<file path="src/rtl/sop_pkg.sv">
package sop_pkg;

    localparam int DATA_W = 32;
    localparam int AMT_W  = 8;
    localparam int LOG_W  = $clog2(DATA_W);

    // Shift kind encoding; the values are fixed by the instruction field.
    typedef enum logic [1:0] {
        KIND_LSL = 2'd0,
        KIND_LSR = 2'd1,
        KIND_ASR = 2'd2,
        KIND_ROR = 2'd3
    } shift_kind_e;

    // Operation class chosen by the count decoder.
    typedef enum logic [2:0] {
        OP_PASS   = 3'd0,  // value through, carry flag through
        OP_PART   = 3'd1,  // ordinary shift by 1..W-1
        OP_WHOLE  = 3'd2,  // shift by exactly W
        OP_BEYOND = 3'd3,  // shift by more than W
        OP_EXTEND = 3'd4,  // one-bit rotate through carry
        OP_WRAP   = 3'd5   // rotate by a nonzero multiple of W
    } op_class_e;

endpackage

</file>
<file path="src/rtl/sop_amount_decode.sv">
module sop_amount_decode
    import sop_pkg::*;
#(
    parameter int DW = DATA_W,
    parameter int AW = AMT_W
) (
    input  shift_kind_e                kind_i,
    input  logic [AW-1:0]              amount_i,
    input  logic                       use_reg_i,
    output op_class_e                  op_o,
    output logic [$clog2(DW)-1:0]      n_o
);
    localparam int LW = $clog2(DW);
    localparam logic [AW-1:0] FULL_AMT = AW'(DW);

    logic [LW-1:0] low_bits;
    assign low_bits = amount_i[LW-1:0];
    assign n_o      = low_bits;

    always_comb begin
        op_o = OP_PART;
        if (!use_reg_i) begin
            if (low_bits == '0) begin
                unique case (kind_i)
                    KIND_LSL: op_o = OP_PASS;
                    KIND_LSR: op_o = OP_WHOLE;
                    KIND_ASR: op_o = OP_WHOLE;
                    KIND_ROR: op_o = OP_EXTEND;
                    default:  op_o = OP_PASS;
                endcase
            end
        end else if (amount_i == '0) begin
            op_o = OP_PASS;
        end else if (kind_i == KIND_ROR) begin
            op_o = (low_bits == '0) ? OP_WRAP : OP_PART;
        end else if (amount_i == FULL_AMT) begin
            op_o = OP_WHOLE;
        end else if (amount_i > FULL_AMT) begin
            op_o = OP_BEYOND;
        end
    end
endmodule

</file>
<file path="src/rtl/sop_datapath.sv">
module sop_datapath
    import sop_pkg::*;
#(
    parameter int DW = DATA_W
) (
    input  logic [DW-1:0]              opnd_i,
    input  shift_kind_e                kind_i,
    input  op_class_e                  op_i,
    input  logic [$clog2(DW)-1:0]      n_i,
    input  logic                       carry_i,
    output logic [DW-1:0]              result_o
);
    logic [DW-1:0] part_res;
    logic [DW-1:0] sat_res;
    logic [DW-1:0] rot_stage [$clog2(DW)+1];

    // Rotate-right barrel: one stage per count bit.
    assign rot_stage[0] = opnd_i;
    for (genvar s = 0; s < $clog2(DW); s++) begin : g_rot
        assign rot_stage[s+1] = n_i[s]
            ? {rot_stage[s][(2**s)-1:0], rot_stage[s][DW-1:2**s]}
            : rot_stage[s];
    end

    always_comb begin
        unique case (kind_i)
            KIND_LSL: part_res = opnd_i << n_i;
            KIND_LSR: part_res = opnd_i >> n_i;
            KIND_ASR: part_res = DW'($signed(opnd_i) >>> n_i);
            KIND_ROR: part_res = rot_stage[$clog2(DW)];
            default:  part_res = opnd_i;
        endcase
        sat_res = (kind_i == KIND_ASR) ? {DW{opnd_i[DW-1]}} : '0;
    end

    always_comb begin
        unique case (op_i)
            OP_PASS:   result_o = opnd_i;
            OP_PART:   result_o = part_res;
            OP_WHOLE:  result_o = sat_res;
            OP_BEYOND: result_o = sat_res;
            OP_EXTEND: result_o = {carry_i, opnd_i[DW-1:1]};
            OP_WRAP:   result_o = opnd_i;
            default:   result_o = opnd_i;
        endcase
    end
endmodule

</file>
<file path="src/rtl/sop_carry_pick.sv">
module sop_carry_pick
    import sop_pkg::*;
#(
    parameter int DW = DATA_W
) (
    input  logic [DW-1:0]              opnd_i,
    input  shift_kind_e                kind_i,
    input  op_class_e                  op_i,
    input  logic [$clog2(DW)-1:0]      n_i,
    input  logic                       carry_i,
    output logic                       carry_o
);
    logic [DW:0] ext_left;
    logic [DW:0] ext_right;
    logic        part_c;
    logic        msb;

    assign msb       = opnd_i[DW-1];
    assign ext_left  = {1'b0, opnd_i} << n_i;   // bit DW holds opnd[DW-n]
    assign ext_right = {opnd_i, 1'b0} >> n_i;   // bit 0 holds opnd[n-1]
    assign part_c    = (kind_i == KIND_LSL) ? ext_left[DW] : ext_right[0];

    always_comb begin
        unique case (op_i)
            OP_PASS:   carry_o = carry_i;
            OP_PART:   carry_o = part_c;
            OP_WHOLE:  carry_o = (kind_i == KIND_LSL) ? opnd_i[0] : msb;
            OP_BEYOND: carry_o = (kind_i == KIND_ASR) ? msb : 1'b0;
            OP_EXTEND: carry_o = opnd_i[0];
            OP_WRAP:   carry_o = msb;
            default:   carry_o = carry_i;
        endcase
    end
endmodule

</file>
<file path="src/rtl/sop_shifter_unit.sv">
module sop_shifter_unit
    import sop_pkg::*;
(
    input  logic [DATA_W-1:0] opnd_i,
    input  logic [1:0]        kind_i,
    input  logic [AMT_W-1:0]  amount_i,
    input  logic              use_reg_i,
    input  logic              carry_i,
    output logic [DATA_W-1:0] result_o,
    output logic              carry_o
);
    shift_kind_e      kind;
    op_class_e        op;
    logic [LOG_W-1:0] n;

    assign kind = shift_kind_e'(kind_i);

    sop_amount_decode #(.DW(DATA_W), .AW(AMT_W)) u_dec (
        .kind_i    (kind),
        .amount_i  (amount_i),
        .use_reg_i (use_reg_i),
        .op_o      (op),
        .n_o       (n)
    );

    sop_datapath #(.DW(DATA_W)) u_dp (
        .opnd_i   (opnd_i),
        .kind_i   (kind),
        .op_i     (op),
        .n_i      (n),
        .carry_i  (carry_i),
        .result_o (result_o)
    );

    sop_carry_pick #(.DW(DATA_W)) u_cp (
        .opnd_i  (opnd_i),
        .kind_i  (kind),
        .op_i    (op),
        .n_i     (n),
        .carry_i (carry_i),
        .carry_o (carry_o)
    );
endmodule

</file>
<file path="config.mk">
export PLATFORM = sky130hd
export DESIGN_NAME = sop_shifter_unit
export DESIGN_NICKNAME = d
export VERILOG_FILES = /design/src/rtl/sop_pkg.sv /design/src/rtl/sop_amount_decode.sv /design/src/rtl/sop_datapath.sv /design/src/rtl/sop_carry_pick.sv /design/src/rtl/sop_shifter_unit.sv
export SDC_FILE = /design/constraint.sdc
export NUM_CORES = 1
export LEC_CHECK = 0
export ABC_AREA = 1
export BUFFER_PORTS_ARGS = -buffer_cell sky130_fd_sc_hd__buf_2
export CORE_MARGIN = 8
export CORE_UTILIZATION = 60
export DETAILED_ROUTE_END_ITERATION = 8
export PLACE_DENSITY_LB_ADDON = 0.1
export SETUP_SLACK_MARGIN = 0.15
export SYNTH_ARGS = -nofsm -noshare
export SYNTH_HDL_FRONTEND = slang
export SYNTH_SLANG_ARGS = --single-unit
</file>
<file path="constraint.sdc">
create_clock -name vclk -period 3.6
set_input_delay 0.54 -clock vclk [all_inputs]
set_output_delay 0.54 -clock vclk [all_outputs]
set_load 0.02 [all_outputs]
</file>
==> run metrics <==
Post-Syn Area 6277 sq um; crit share post-route 0.9473; RSZ-0062 raised after global routing no; final hold vios 0; Post-synth top cells nand2_1 (567), nand3_1 (324), o21ai_0 (59); detailed placement HPWL 22.00 mm; Fmax achieved 293.2 MHz; post-route DRC violation count 0; max_slew headroom 0.4654; Yosys top cell by area nand2_1; # hold bufs at CTS 0; minimum clock period after layout 3410 ps; share of cells above drive strength 1 0.1014; max_cap viols 0; post-synth top area share 0.3390; GP Congestion 1.133; DP Area 6525 sq um; routed len/inst 21.17 um; crit end category output port; total grt overflow 0; final wirelength 31.48 mm; sequential cell count 0; count of input and output buffers 77; Post-Syn Nets 1,402; die height 118.3 um; VDD IR max 0.1220 mV; Setup Fix Bufs, Post-CTS 0; area grow syn2layout 4.066%; Row Count 37; type of origin of the critical path primary input; highest metal used met4; Die X 118.3 um; critical path class primary input to output port; clock buffers 0; post-synthesis sequential area ratio 0; DR vias/cell 6.718; initial core utilization 0.6136; CP Data Required Time 3060 ps; top-count cell post-synth nand2_1; Sequential cell area 0 sq um; YS warnings 0; TNS Setup 0 ps; Die Footprint 13,990 sq um; Slew Limit Fails 0; status finished, final reports clean; Mean Syn Cell Area 4.636 sq um; Final nets 1,401; DR pass1 iterations 8; WL met3 4.959 mm; area of the core 10,230 sq um; io pins 77; Final setup viols 0; final instance area 6533 sq um; filler instances 1,161; multi-input logic area 5461 sq um; hold path depth 4; worst hold path class primary input to output port; vias in the first global route 8,867; post-synth cell types 36; Worst-Margin Slew 801.8 ps; synth top area cells nand2_1 (34%), nand3_1 (26%), o21ai_0 (4.7%); ANT nets after route 0; total number of vias 9,989; CP arrival 2870 ps; Antenna diodes 0; largest net degree at the start of global routing 72; P per Cell Area 182.3 nW/um^2; first-pass GRT wire length 48.68 mm; Post-Route M1 WL 11.04 mm; met2 wire length 13.08 mm; number of DRC markers in iteration 0 2,219; GRT Util Overall 0.4258; crit-path max FO 66; Mapped Cells 1,354; initial antenna violation count 0; Leak 3.583 nW
-- report_power, final --
part	internal [W]	total [W]	switching (W)	leakage, nW
clock	0	0	0	0
combinational	0.000339	0.00119	0.000852	3.58
sequential	0	0	0	0
total	0.000339	0.00119	0.000852	3.58
-- through the flow --
stage | setup slack (ps) | total power [W] | std cells | util | hold slack, ps
3_3_place_gp | 350.9 | 0.001119 | 1487 | 0.6378 | 1453
3_5_place_dp | 342.9 | 0.001122 | 1487 | 0.6378 | 1464
2_1_floorplan | 1135 | 0.0007887 | 1354 | - | 1277
4_1_cts | 338.8 | 0.001127 | 1487 | 0.6378 | 1464
6_report | 189.8 | 0.001191 | 1487 | 0.6385 | 1467
5_1_grt | 155.9 | 0.001274 | 1487 | 0.6385 | 1469
-- worst paths after layout --
path / endpoint / slack [ps] / start
max: result_o[27] / 190 / amount_i[3]
min: result_o[31] / 1470 / carry_i
-- layer usage --
metal	vias to the layer above	global-route usage
met3	208	0.1152
li1	4524	-
met2	882	0.6515
met4	0	0.2586
met1	4375	0.5230
met5	-	0
-- critical path, cell delays in order --
cell and delay, ps:
buf_2 90, buf_4 600, nand2_1 500, nand2_1 210
o21bai_1 150, nand2_1 70, nand2_1 80, nand2_1 60
nand4_1 110, nand2_1 140, nand3b_1 130, buf_2 180
-- final cells by class --
cell class | instances | share of cell area
inverters | 58 | 0.03658
repair buffers | 105 | 0.1013
well taps | 136 | 0.02605
multi-input cells | 1188 | 0.8360
-- cell families (layout without fill, tap and decap cells) --
group	count (synthesis)	count (layout)	share of synthesized area
fa+ha+maj	4	4	0.007973
buf+inv	166	163	0.1300
compound gates	149	149	0.1316
simple gates	1035	1035	0.7305
-- cells in the final DEF, fill, tap and decap left out, types with 2 or more instances in the layout --
cell type  synthesis  final
nand3_2            9      9
and2_1            10     10
nand4_1           44     44
or2_1              3      3
nand3_1          324    324
nand2_2            5      5
inv_1             51     49
inv_2              4      5
o21ai_2            2      2
o211ai_1          16     16
nor2_1            56     56
nand2_1          567    567
o21ai_0           59     59
buf_12             0      5
buf_2             41     77
nor2_4             3      3
a31oi_1            5      5
a21oi_1           48     48
nor3_1             2      2
o21ai_1           13     13
inv_6              2      2
nand3b_1           9      9
buf_4             10     22
o21bai_1           2      2
ha_1               4      4
-- timing repair --
item                                    CTS  global route
resized for setup                         0             2
endpoints found under the hold margin     0             0
endpoints found under the setup margin    0            14
Power figures use the tool's default switching activity.
